[src/rtl/sdram_init_pkg.sv]
// Package: shared command codes and sequencer states for the SDRAM
// start-up sequencer. The command codes are decoded by the pin generator
// next to this block, so their values are fixed.
package sdram_init_pkg;

    typedef enum logic [2:0] {
        CMD_NOP      = 3'd0,
        CMD_PRE_ALL  = 3'd1,
        CMD_REFRESH  = 3'd2,
        CMD_EXT_MODE = 3'd3,
        CMD_MODE     = 3'd4
    } init_cmd_t;

    typedef enum logic [3:0] {
        ST_IDLE,
        ST_NOP,
        ST_PRE,
        ST_WAIT_RP,
        ST_REF1,
        ST_WAIT_RFC1,
        ST_REF2,
        ST_WAIT_RFC2,
        ST_EXT_MODE,
        ST_WAIT_EXT,
        ST_MODE,
        ST_WAIT_MODE,
        ST_READY
    } init_state_t;

    // Largest of three cycle counts, used to size the gap counter.
    function automatic int max3(input int a, input int b, input int c);
        int m;
        m = (a > b) ? a : b;
        return (m > c) ? m : c;
    endfunction

endpackage

[src/rtl/sdram_init_gap_timer.sv]
// Module: down-counter that times the NOP gap following a command.
// The FSM loads (gap - 1) in the command cycle and steps the counter in
// each wait cycle. `last` marks the final wait cycle. Assumes load_val >= 1
// whenever the FSM goes on to use the wait state.
module sdram_init_gap_timer #(
    parameter int CW = 4
) (
    input  logic          clk,
    input  logic          rst_n,
    input  logic          load,
    input  logic [CW-1:0] load_val,
    input  logic          step,
    output logic          last
);

    logic [CW-1:0] cnt;

    // Load on a command cycle, count down while waiting.
    always_ff @(posedge clk) begin
        if (!rst_n) begin
            cnt <= '0;
        end else if (load) begin
            cnt <= load_val;
        end else if (step && (cnt != '0)) begin
            cnt <= cnt - 1'b1;
        end
    end

    // The final wait cycle is the one that sees a count of one.
    always_comb begin
        last = (cnt == CW'(1));
    end

endmodule

[src/rtl/sdram_init_fsm.sv]
// Module: state machine for the start-up chain. It leaves idle only on
// the stabilization flag and then runs the fixed chain. The timer decides
// when each wait ends. A gap of 1 skips its wait state. Assumes every gap
// parameter is at least 1.
module sdram_init_fsm
    import sdram_init_pkg::*;
#(
    parameter int T_RP     = 3,
    parameter int T_RFC    = 5,
    parameter int T_MRD    = 2,
    parameter bit DDR_MODE = 1'b1,
    parameter int CW       = 3
) (
    input  logic          clk,
    input  logic          rst_n,
    input  logic          stable_done,
    input  logic          gap_last,
    output logic          gap_load,
    output logic [CW-1:0] gap_val,
    output logic          gap_step,
    output init_state_t   state
);

    localparam logic [CW-1:0] RP_LOAD  = CW'(T_RP - 1);
    localparam logic [CW-1:0] RFC_LOAD = CW'(T_RFC - 1);
    localparam logic [CW-1:0] MRD_LOAD = CW'(T_MRD - 1);
    localparam bit RP_SKIP  = (T_RP  <= 1);
    localparam bit RFC_SKIP = (T_RFC <= 1);
    localparam bit MRD_SKIP = (T_MRD <= 1);

    init_state_t state_nxt;
    init_state_t after_refresh;

    // Pick the variant: the double-data-rate chain inserts the extended mode load.
    generate
        if (DDR_MODE) begin : g_ddr_chain
            assign after_refresh = ST_EXT_MODE;
        end else begin : g_sdr_chain
            assign after_refresh = ST_MODE;
        end
    endgenerate

    // State register with synchronous reset to idle.
    always_ff @(posedge clk) begin
        if (!rst_n) begin
            state <= ST_IDLE;
        end else begin
            state <= state_nxt;
        end
    end

    // Next state and gap timer control.
    always_comb begin
        state_nxt = state;
        gap_load  = 1'b0;
        gap_val   = '0;
        gap_step  = 1'b0;
        case (state)
            ST_IDLE: begin
                if (stable_done) state_nxt = ST_NOP;
            end
            ST_NOP: begin
                state_nxt = ST_PRE;
            end
            ST_PRE: begin
                gap_load  = 1'b1;
                gap_val   = RP_LOAD;
                state_nxt = RP_SKIP ? ST_REF1 : ST_WAIT_RP;
            end
            ST_WAIT_RP: begin
                gap_step = 1'b1;
                if (gap_last) state_nxt = ST_REF1;
            end
            ST_REF1: begin
                gap_load  = 1'b1;
                gap_val   = RFC_LOAD;
                state_nxt = RFC_SKIP ? ST_REF2 : ST_WAIT_RFC1;
            end
            ST_WAIT_RFC1: begin
                gap_step = 1'b1;
                if (gap_last) state_nxt = ST_REF2;
            end
            ST_REF2: begin
                gap_load  = 1'b1;
                gap_val   = RFC_LOAD;
                state_nxt = RFC_SKIP ? after_refresh : ST_WAIT_RFC2;
            end
            ST_WAIT_RFC2: begin
                gap_step = 1'b1;
                if (gap_last) state_nxt = after_refresh;
            end
            ST_EXT_MODE: begin
                gap_load  = 1'b1;
                gap_val   = MRD_LOAD;
                state_nxt = MRD_SKIP ? ST_MODE : ST_WAIT_EXT;
            end
            ST_WAIT_EXT: begin
                gap_step = 1'b1;
                if (gap_last) state_nxt = ST_MODE;
            end
            ST_MODE: begin
                gap_load  = 1'b1;
                gap_val   = MRD_LOAD;
                state_nxt = MRD_SKIP ? ST_READY : ST_WAIT_MODE;
            end
            ST_WAIT_MODE: begin
                gap_step = 1'b1;
                if (gap_last) state_nxt = ST_READY;
            end
            ST_READY: begin
                state_nxt = ST_READY;
            end
            default: begin
                state_nxt = ST_IDLE;
            end
        endcase
    end

endmodule

[src/rtl/sdram_init_cmd_enc.sv]
// Module: maps the sequencer state to the command code for this cycle and
// to the ready flag. Every idle, lead-in and wait state maps to NOP. The
// module is purely combinational from the state register.
module sdram_init_cmd_enc
    import sdram_init_pkg::*;
(
    input  init_state_t state,
    output init_cmd_t   cmd,
    output logic        done
);

    // One command per command state, NOP elsewhere.
    always_comb begin
        case (state)
            ST_PRE:      cmd = CMD_PRE_ALL;
            ST_REF1:     cmd = CMD_REFRESH;
            ST_REF2:     cmd = CMD_REFRESH;
            ST_EXT_MODE: cmd = CMD_EXT_MODE;
            ST_MODE:     cmd = CMD_MODE;
            default:     cmd = CMD_NOP;
        endcase
    end

    // Ready only in the final resting state.
    always_comb begin
        done = (state == ST_READY);
    end

endmodule

[src/rtl/sdram_init_seq.sv]
// Module: top of the SDRAM start-up sequencer. It connects the state
// machine, the gap timer and the command encoder. It assumes stable_done
// comes from the same clock domain and that every gap is at least 1.
module sdram_init_seq
    import sdram_init_pkg::*;
#(
    parameter int T_RP     = 3,
    parameter int T_RFC    = 5,
    parameter int T_MRD    = 2,
    parameter bit DDR_MODE = 1'b1
) (
    input  logic       clk,
    input  logic       rst_n,
    input  logic       stable_done,
    output logic [2:0] cmd,
    output logic       init_done
);

    localparam int TMAX = max3(T_RP, T_RFC, T_MRD);
    localparam int CW   = (TMAX < 2) ? 1 : $clog2(TMAX);

    init_state_t   state;
    init_cmd_t     cmd_enc;
    logic          gap_load;
    logic          gap_step;
    logic          gap_last;
    logic [CW-1:0] gap_val;

    sdram_init_fsm #(
        .T_RP     (T_RP),
        .T_RFC    (T_RFC),
        .T_MRD    (T_MRD),
        .DDR_MODE (DDR_MODE),
        .CW       (CW)
    ) u_fsm (
        .clk         (clk),
        .rst_n       (rst_n),
        .stable_done (stable_done),
        .gap_last    (gap_last),
        .gap_load    (gap_load),
        .gap_val     (gap_val),
        .gap_step    (gap_step),
        .state       (state)
    );

    sdram_init_gap_timer #(
        .CW (CW)
    ) u_timer (
        .clk      (clk),
        .rst_n    (rst_n),
        .load     (gap_load),
        .load_val (gap_val),
        .step     (gap_step),
        .last     (gap_last)
    );

    sdram_init_cmd_enc u_enc (
        .state (state),
        .cmd   (cmd_enc),
        .done  (init_done)
    );

    // Present the typed command as a plain vector at the port.
    assign cmd = cmd_enc;

endmodule

[config.mk]
export PLATFORM = sky130hd
export DESIGN_NAME = sdram_init_seq
export DESIGN_NICKNAME = d
export VERILOG_FILES = /design/src/rtl/sdram_init_pkg.sv /design/src/rtl/sdram_init_gap_timer.sv /design/src/rtl/sdram_init_fsm.sv /design/src/rtl/sdram_init_cmd_enc.sv /design/src/rtl/sdram_init_seq.sv
export SDC_FILE = /design/constraint.sdc
export NUM_CORES = 1
export LEC_CHECK = 0
export ABC_AREA = 1
export ABC_CLOCK_PERIOD_IN_PS = 1150
export BUFFER_PORTS_ARGS = -buffer_cell sky130_fd_sc_hd__buf_2
export CORE_AREA = 4 4 41 43
export DETAILED_ROUTE_END_ITERATION = 8
export DIE_AREA = 0 0 45 47
export GPL_TIMING_DRIVEN = 0
export PLACE_DENSITY = 0.65
export SYNTH_ARGS = -nofsm -noshare
export SYNTH_HDL_FRONTEND = slang
export SYNTH_SLANG_ARGS = --single-unit
export TNS_END_PERCENT = 10
[constraint.sdc]
create_clock -name clk -period 1.15 [get_ports clk]
set_input_delay 0.0575 -clock clk [delete_from_list [all_inputs] [get_ports clk]]
set_output_delay 0.0575 -clock clk [all_outputs]
set_load 0.005 [all_outputs]
After elaboration in Yosys (flattened, before gate mapping)
Index checks and enable logic that the tools add are counted.
Widths: inputs -> output; s select.
{"block": "totals", "register_bits": 7, "output_inout_bits": 4}
{"block": "op_classes", "reduce_logical": 9, "n_mux": 13, "eq_ne": 19, "addsub": 1}
{"cell": "$pmux 4 s13", "n": 1}
{"cell": "$mux 4", "n": 6}
{"cell": "$eq 4x4->1 const B", "n": 5}
{"cell": "$eq 4x3->1 const B", "n": 4}
{"cell": "$ne 2x2->1 const B", "n": 6}
{"cell": "$pmux 3 s4", "n": 1}
{"cell": "$reduce_or 5->1", "n": 2}
{"cell": "$pmux 3 s3", "n": 1}
{"cell": "$eq 4x2->1 const B", "n": 2}
{"cell": "$mux 3", "n": 2}
{"cell": "$reduce_and 6->1", "n": 1}
{"cell": "$eq 4x1->1 const B", "n": 1}
{"cell": "$logic_not 4->1", "n": 1}
{"cell": "$reduce_or 2->1", "n": 2}
{"cell": "$eq 3x1->1 const B", "n": 1}
{"cell": "$reduce_bool 3->1", "n": 1}
{"cell": "$sub 3x1->3 const B", "n": 1}
{"cell": "$mux 1", "n": 2}
{"cell": "$reduce_bool 2->1", "n": 1}
{"cell": "$logic_and 1x1->1", "n": 1}

Longest topological paths before layout
Gate-level depths: netlist of the first run.
{"block": "logic_depth", "depth_word": 6, "depth_mapped": 10, "depth_no_buf": 10}

Cells and area by module
Synthesis of the first run repeated with hierarchy kept, for this count alone.
{"block": "unflattened", "cells_unflattened": 97, "area_unflattened_um2": 598.1}
{"mod": "sdram_init_fsm", "n_inst": 1, "cells_per_inst": 47, "area_per_inst_um2": 297.8}
{"mod": "sdram_init_gap_timer", "n_inst": 1, "cells_per_inst": 35, "area_per_inst_um2": 235.2}
{"mod": "sdram_init_cmd_enc", "n_inst": 1, "cells_per_inst": 15, "area_per_inst_um2": 65.1}

Worst setup path before layout of the first run
No wires, ideal clock.
{"block": "synth_timing", "path_kind": "reg-to-reg", "from": "register u_timer.cnt[1]", "to": "register u_fsm.state[1]", "period_less_slack_ns": 1.164, "t_required_ns": 1.036, "arrival_time_ns": 1.050, "n_path_buf": 0, "slack_ns": -0.014, "stages_incl_launch_ff": 11, "cell_sequence": "dfxtp_1 > inv_1 > ha_1 > nand2_1 > nand2_1 > nand2_1 > nand2_2 > nand2_2 > nand2_1 > nand2_1 > nor2_2"}
{"block": "synth_via", "elab_chain_len": 3}
{"item": "from (decl)", "line_no": "sdram_init_gap_timer.sv:16", "rtl": "logic [CW-1:0] cnt;"}
{"item": "from (signal assigned)", "line_no": "sdram_init_gap_timer.sv:23", "rtl": "cnt <= load_val;"}
{"item": "from (signal assigned)", "line_no": "sdram_init_gap_timer.sv:25", "rtl": "cnt <= cnt - 1'b1;"}
{"item": "$eq 3x1->1 (*)", "line_no": "sdram_init_gap_timer.sv:31", "rtl": "last = (cnt == CW'(1));"}
{"item": "$ne 2x2->1 (no line)"}
{"item": "$reduce_and 6->1 (no line) (*)"}
{"item": "to (signal assigned)", "line_no": "sdram_init_fsm.sv:48", "rtl": "state <= state_nxt;"}
{"item": "to (decl)", "line_no": "sdram_init_fsm.sv:21", "rtl": "output init_state_t state"}
Mark *: on every way between the ends. The rest lies on a longest branch, timed or not.
A chain may end at the register's enable or synchronous reset.

Final worst setup path of the first run
{"block": "layout_timing", "from": "register u_fsm.state[0]", "to": "register u_fsm.state[2]"}
{"block": "layout_via", "elab_chain_len": 3}
{"item": "$eq 4x4->1, or another cell as far along", "line_no": "sdram_init_fsm.sv:58", "rtl": "case (state)"}
{"item": "$ne 2x2->1 (no line)"}
{"item": "$reduce_and 6->1 (no line)"}
Several ways; a longest one is shown, not always the timed one.

==> metrics, run 1 <==
Initial Util 0.4500; Most common cell on crit path nand2_1; Avg WL per Cell roughly 14 um; pre-CTS WS -0.1120 ns; Critical-path top delay cell dfxtp_4; RSZ-0062 raised after global routing true; Least-Margin Pin Slew around 0.17 ns; first-pass GRT wire length 2.249 mm; post-route setup TNS -0.1928 ns; Die Height 47 um; P&R area growth vs syn 51.07%; Post-DP Area roughly 640 um^2; # DRC 0; peak supply drop between 0.001 and 0.0015 V; Die Width ~45 um; DR iter-0 viols 20; CTS HTree Levels 1; Max Buffers Root-to-Sink 2; critical path's top delay family flip-flops; Pre-antenna DRT Iters 4; Mapped Nets around 100; PwrDens ~2400 mW/mm^2; Hold Vio Cnt, Final 0; via/cell ratio 5.209; final std cells w/o fill approximately 130; drt total wl 1.818 mm; Post-Syn Area 585.6 um^2; commonest cells after routing, fill and taps aside nand2_1, buf_4, nand2_2; Synth Register Bits 7; Yosys cell types 18; layout cell share with drive strength beyond 1 0.5462; final core occ 0.6798; Max Clk Rate around 810 MHz; setup ws final -0.08455 ns; Seq/Total Area, Yosys 0.2393; WHS approximately 0.078 ns; highest metal used met4; clk_lat worst skew approximately 0.25 ns; Placeable Area 0.001301 mm^2; Clock Skews between 0.005 and 0.006 ns; fin nets about 130; Tcrit/Tclk final 1.074; startpoint types flop; largest net degree at the start of global routing 8; final critical path time including I/O delays and setup 1.235 ns; CP Capture Type flop; Arrival @ worst endpoint about 1.4 ns; Static Leakage 0.4613 nW; CP max FO 5; max-slew violations 0; Final HPWL DP roughly 960 um; Worst Path Buf+Inv 2; final setup fails 7; average size of a mapped cell slightly above 6 um^2; number of synthesis warnings 0; GP Congestion ~0.86; diode count 0; synthesized instance count 96; outcome complete, but fails checks; total track usage 0.1479; Site Rows 13; die area between 0.002 and 0.0025 mm^2; Hold Path Class input port to flop; met1 WL about 730 um; CP peak stage delay approximately 0.4 ns; via count about 700; post-route cell area around 880 um^2; commonest non-fill, non-tap cell in the layout nand2_1; ANT nets after route 0; CTS tree yes; total CTS buffers 3; metal3 WL between 80 and 90 um; CTS Root Cell clkbuf_4; met2 wire len ~920 um; violated checks setup timing; antenna violations before repair 0; I/O pin cnt 7; total power ~2.1 mW; crit-path cells inv_4 > buf_4 > nand2_1 > nand2_1 > a21oi_1 > nand2_1 > nand2_1 > a21oi_1; total gr overflow 0; # port buffers 6; CTS sink count 7; cell count after placement 117; Worst-path clk slew roughly 0.05 ns; max_slew headroom 0.8854; category of the most critical setup path flop to flop; critical path required time roughly 1.3 ns; vias in the first global route around 550; max-cap viol count 0
## worst min-delay path, cell delays in order
cell,delay (ns)
buf_2,0.14
nand2_1,0.07
a21oi_1,0.03
## registers in the layout, indices dropped and copies added, names as in the netlist
signal / cells
u_fsm.state: 4
u_timer.cnt: 3
## logic make-up (layout without fill, tap and decap cells)
family	count (synthesis)	after routing	share of synthesized area
AND/OR/NAND/NOR	56	56	0.4509
buffers and inverters	19	42	0.1346
AO/OA/AOI/OAI	10	10	0.09616
flip-flops	7	7	0.2393
adder cells (fa/ha/maj)	3	3	0.06411
XOR/XNOR	1	1	0.01496
## report_power, final
part / total (mW) / switching (mW) / internal (mW)
Sequential: 0.515 / 0.154 / 0.360
Clock: 0.216 / 0.0842 / 0.132
Combinational: 1.40 / 0.792 / 0.611
Total: 2.13 / 1.03 / 1.10
## layout make-up
cell class                 count  area, um^2
clock buffer                   4       26.28
fill                         110       416.7
inverter                      18       77.57
multi-input combinational     70       462.9
sequential                     7       160.2
tap                           15       18.77
timing repair buffer          20       138.9
## final timing paths
check	from	cells past startpoint	end	slack, ns
worst max-delay path	u_fsm.state[0]	8	u_fsm.state[2]	-0.08
worst min-delay path	rst_n	3	u_fsm.state[2]	0.08
worst max register to register	u_fsm.state[0]	8	u_fsm.state[2]	-0.08
worst min register to register	u_timer.cnt[2]	2	u_timer.cnt[2]	0.53
## per-layer routing
metal  GRT usage  vias to the layer above
met5           0                        -
met4     0.08772                        0
met3     0.01149                       11
met2      0.2429                       19
met1      0.1895                      326
li1            -                      342
## timing repair
item,in CTS,in global routing
gates resized for setup,18,22
cloned,0,0
setup endpoints to repair,9,11
pin swaps,5,11
setup buffers,8,6
hold buffers,0,0
## synth_stat cells (all sizes together)
cell type	instances	area, um^2
ha	3	37.54
nor2	9	41.29
dfxtp	7	140.1
nand2	39	163.9
xor2	1	8.760
o21bai	1	7.510
a21oi	9	48.80
buf	1	11.26
nand3	6	47.55
nand4	1	6.260
nor3	1	5.000
inv	18	67.57
No activity file was read; power rests on OpenSTA's default activity.
==> run 2: changes to the inputs <==
--- a/config.mk
+++ b/config.mk
@@ -8,12 +8,11 @@
 export ABC_AREA = 1
 export ABC_CLOCK_PERIOD_IN_PS = 1150
 export BUFFER_PORTS_ARGS = -buffer_cell sky130_fd_sc_hd__buf_2
-export CORE_AREA = 4 4 41 43
+export CORE_AREA = 2 2 39 41
 export DETAILED_ROUTE_END_ITERATION = 8
-export DIE_AREA = 0 0 45 47
+export DIE_AREA = 0 0 41 43
 export GPL_TIMING_DRIVEN = 0
 export PLACE_DENSITY = 0.65
 export SYNTH_ARGS = -nofsm -noshare
 export SYNTH_HDL_FRONTEND = slang
 export SYNTH_SLANG_ARGS = --single-unit
-export TNS_END_PERCENT = 10
==> run 2 against run 1 <==
Net effect: the run still ends with setup timing left; combinational power is 15% lower; flip-flop and latch count stayed put; sequential share of layout area is 0.84 points higher; core utilization is 7.9 points lower; global-route usage is 1.6 points higher; clock power hardly changed; routed wire length is 20% lower; non-clock buffer count is 4 lower; sequential power is 2% lower; total power is 11% lower; worst setup slack better by 0.061 ns; critical endpoint is now u_timer.cnt[2].
==> metrics, run 2 (synthesis gave the netlist of run 1 again) <==
Die Height between 40 and 50 um; Pre-antenna DRT Iters 4; max_slew headroom 0.8307; via count ~640; final std cells w/o fill around 130; DR iter-0 viols 15; CTS HTree Levels 1; CTS Root Cell clkbuf_4; max-cap viol count 0; Max Buffers Root-to-Sink 2; final setup fails 4; CTS tree yes; CTS sink count 7; die area roughly 0.0018 mm^2; largest net degree at the start of global routing 8; Placeable Area between 0.001 and 0.0015 mm^2; Die Width around 41 um; diode count 0; final critical path time including I/O delays and setup approximately 1.2 ns; total track usage 0.1638; via/cell ratio around 4.9; setup ws final -0.02340 ns; GP Congestion a little under 0.8; ANT nets after route 0; fin nets roughly 120; commonest non-fill, non-tap cell in the layout nand2_1; RSZ-0062 raised after global routing true; total power 1.908 mW; clk_lat worst skew ~0.25 ns; antenna violations before repair 0; Reg with most FFs u_fsm.state; Hold Path Class input port to flop; outcome complete, but fails checks; layout cell share with drive strength beyond 1 0.5478; critical path required time around 1.3 ns; Static Leakage 0.4218 nW; violated checks setup timing; Worst-path clk slew about 0.050 ns; # port buffers 6; Max Clk Rate around 850 MHz; Initial Util 0.4231; # DRC 0; category of the most critical setup path flop to flop; Clock Skews between 0.006 and 0.007 ns; first-pass GRT wire length around 2 mm; Site Rows 14; CP max FO 4; max reg flops 4; Arrival @ worst endpoint 1.35 ns; total CTS buffers 3; drt total wl 1.452 mm; max-slew violations 0; Avg WL per Cell between 10 and 15 um; final core occ 0.6013; cell count after placement between 100 and 150; Least-Margin Pin Slew around 0.25 ns; commonest cells after routing, fill and taps aside nand2_1, nand2_2, buf_4; vias in the first global route 502; startpoint types flop; PwrDens between 2000 and 2500 mW/mm^2; Final HPWL DP just over 900 um; Hold Vio Cnt, Final 0; I/O pin cnt 7; Tcrit/Tclk final 1.020; peak supply drop about 0.0015 V; total gr overflow 0; P&R area growth vs syn 42.09%; CP Capture Type flop; top flop regs u_fsm.state (4), u_timer.cnt (3)
==> run 2: worst paths after layout <==
kind | slack [ns] | startpoint | endpoint | depth (start not counted)
setup / recovery | -0.02 | u_timer.cnt[0] | u_timer.cnt[2] | 9
hold reg to reg | 0.54 | u_timer.cnt[2] | u_timer.cnt[2] | 2
setup reg to reg | -0.02 | u_timer.cnt[0] | u_timer.cnt[2] | 9
hold / removal | 0.09 | rst_n | u_fsm.state[2] | 3
==> run 2: per-layer routing <==
metal,up-vias,global-route usage,wire length [um]
li1,333,-,-
met1,281,0.2419,648
met2,24,0.2188,711
met3,0,0.03141,92
met4,0,0.08000,0
met5,-,0,0
==> run 2: area by class of cell <==
type                       count  area, um^2
fill                         121       551.8
multi-input combinational     70       445.4
sequential                     7       157.7
timing repair buffer          16       105.1
tap                           16       20.02
inverter                      18       77.57
clock buffer                   4       26.28
==> run 2: power breakdown <==
group / total (mW) / switching (mW) / leakage [nW] / internal (mW)
Combinational: 1.19 / 0.686 / 0.346 / 0.501
Clock: 0.217 / 0.0851 / 0.0150 / 0.132
Sequential: 0.504 / 0.151 / 0.0610 / 0.354
Total: 1.91 / 0.922 / 0.422 / 0.986
==> run 2: worst max-delay path, cell delays in order, from the launching register on <==
cell and delay, ns:
dfxtp_2 0.35, inv_2 0.05, ha_2 0.17, inv_1 0.04, nor2_1 0.03, nand2_1 0.07, nand3_2 0.11, inv_2 0.12
nand2_2 0.06, a21oi_2 0.10
==> run 2: through the flow <==
| stage | cell area, um^2 | hold WS [ns] | setup WS, ns | TNS [ns] |
|---|---|---|---|---|
| after CTS | 730.7 | 0.07748 | -0.07704 | -0.1459 |
| final | 832.0 | 0.09179 | -0.02340 | -0.05869 |
| after floorplan | 588.1 | 0.1802 | 0.02260 | 0 |
| after global placement | 638.1 | 0.3466 | -0.07943 | -0.1591 |
| after global routing | 832.0 | 0.1039 | -0.1044 | -0.5123 |
| after detailed placement | 638.1 | 0.3493 | -0.07939 | -0.1545 |
==> run 2: what timing repair did <==
item,4_1_cts,5_1_grt
setup buffers,4,6
gates resized for setup,13,24
pin swaps,3,10
hold buffers,0,0
endpoints found under the setup margin,8,10
==> run 3: changes to the inputs <==
--- a/config.mk
+++ b/config.mk
@@ -11,8 +11,8 @@
 export CORE_AREA = 2 2 39 41
 export DETAILED_ROUTE_END_ITERATION = 8
 export DIE_AREA = 0 0 41 43
-export GPL_TIMING_DRIVEN = 0
-export PLACE_DENSITY = 0.65
+export MAX_ROUTING_LAYER = met4
+export PLACE_DENSITY = 0.66
 export SYNTH_ARGS = -nofsm -noshare
 export SYNTH_HDL_FRONTEND = slang
 export SYNTH_SLANG_ARGS = --single-unit
==> run 3 against run 2 <==
Net effect: the flow still finishes with violations (setup timing); critical path depth shrank 1; sequential power shrank 3%; worst setup slack is essentially flat; non-clock buffer count grew 8; clock skew shrank 0.0059 ns; largest power group unchanged.
==> metrics, run 3 (synthesis gave the netlist of run 1 again) <==
outcome complete, but fails checks; violated checks setup timing; setup ws final -0.02338 ns; Arrival @ worst endpoint ~1.4 ns; Max Buffers Root-to-Sink 2; diode count 0; total gr overflow 0; category of the most critical setup path flop to flop; PwrDens ~2400 mW/mm^2; RSZ-0062 raised after global routing true; total power between 2 and 2.5 mW; I/O pin cnt 7; fin nets 130; peak supply drop 0.001201 V; CTS Root Cell clkbuf_4; max reg flops 4; largest net degree at the start of global routing 8; Max Clk Rate roughly 850 MHz; DR iter-0 viols 11; total track usage 0.2219; via count slightly below 700; final critical path time including I/O delays and setup roughly 1.2 ns; CTS tree yes; Clock Skews 0.0004687 ns; startpoint types flop; Die Height 43 um; # port buffers 6; cell count after placement between 100 and 150; max_slew headroom 0.8306; via/cell ratio 4.871; Site Rows 14; commonest cells after routing, fill and taps aside nand2_1, buf_4, nand2_2; Tcrit/Tclk final 1.020; ANT nets after route 0; total CTS buffers 3; Pre-antenna DRT Iters 4; Die Width roughly 41 um; vias in the first global route between 600 and 700; first-pass GRT wire length between 2 and 3 mm; final std cells w/o fill roughly 140; Final HPWL DP around 1.1 mm; Placeable Area around 0.0014 mm^2; # DRC 0; Static Leakage 0.4594 nW; Worst-path clk slew 0.05 ns; Reg with most FFs u_fsm.state; clk_lat worst skew ~0.25 ns; GP Congestion 0.8973; max-slew violations 0; commonest non-fill, non-tap cell in the layout nand2_1; layout cell share with drive strength beyond 1 0.5691; final setup fails 6; CP max FO 4; Initial Util 0.4231; top flop regs u_fsm.state (4), u_timer.cnt (3); max-cap viol count 0; die area 0.001763 mm^2; CP Capture Type flop; CTS sink count 7; P&R area growth vs syn 53.63%; critical path required time ~1.3 ns; Least-Margin Pin Slew 0.2541 ns; Hold Path Class input port to flop; Avg WL per Cell about 12 um; drt total wl around 1.6 mm; Worst R2R Setup Slack -0.02 ns; CTS HTree Levels 1; antenna violations before repair 0; Hold Vio Cnt, Final 0
==> run 3: worst max-delay path, cell delays in order (launching register included) <==
cell     delay [ns]
dfxtp_4        0.37
inv_6          0.04
buf_4          0.13
ha_4           0.15
xor2_1         0.12
nand2_1        0.08
nand2_2        0.07
nand2_2        0.05
a21oi_2        0.09
==> run 3: stage by stage <==
stage	util	setup slack (ns)	cell area, um^2	setup TNS, ns	hold WS [ns]
6_report	0.6501	-0.02338	899.6	-0.08166	0.08522
5_1_grt	0.6501	-0.09860	899.6	-0.5846	0.1052
4_1_cts	0.6193	-0.02183	857.1	-0.04411	0.07586
3_5_place_dp	0.5018	-0.04384	694.4	-0.1503	0.3473
3_3_place_gp	0.5018	-0.01698	694.4	-0.03817	0.3456
2_1_floorplan	-	0.02260	588.1	0	0.1802
==> run 3: where the power goes <==
part           internal [mW]  switching (mW)
registers              0.354           0.135
clock network          0.132          0.0867
logic                  0.713           0.774
total                   1.20           0.995
==> run 3: what timing repair did <==
action	CTS	global route
pin swaps	8	7
hold endpoints to repair	0	0
buffers inserted	7	2
hold buffers	0	0
gates resized for setup	27	9
cloned	0	0
endpoints found under the setup margin	9	10
==> run 3: routing by layer <==
metal  track usage  part of all wire  up-vias
met5             -                 0        -
met4        0.1533             0.036        0
met3       0.03141             0.046        7
met2        0.3188              0.47       22
met1        0.2727              0.44      297
li1              -                 -      351
==> run 3: worst paths after layout <==
| kind | startpoint | to | depth (start not counted) |
|---|---|---|---|
| worst max-delay path | u_timer.cnt[0] | u_timer.cnt[2] | 8 |
| worst min-delay path | rst_n | u_fsm.state[2] | 3 |
| worst max register to register | u_timer.cnt[0] | u_timer.cnt[2] | 8 |
| worst min register to register | u_fsm.state[2] | u_fsm.state[2] | 2 |
==> run 3: cell type report <==
| class | count | area [um^2] |
|---|---|---|
| clock buffer | 4 | 26.28 |
| fill | 113 | 484.2 |
| inverter | 18 | 77.57 |
| multi-input combinational | 70 | 449.2 |
| sequential | 7 | 157.7 |
| tap | 16 | 20.02 |
| timing repair buffer | 24 | 168.9 |
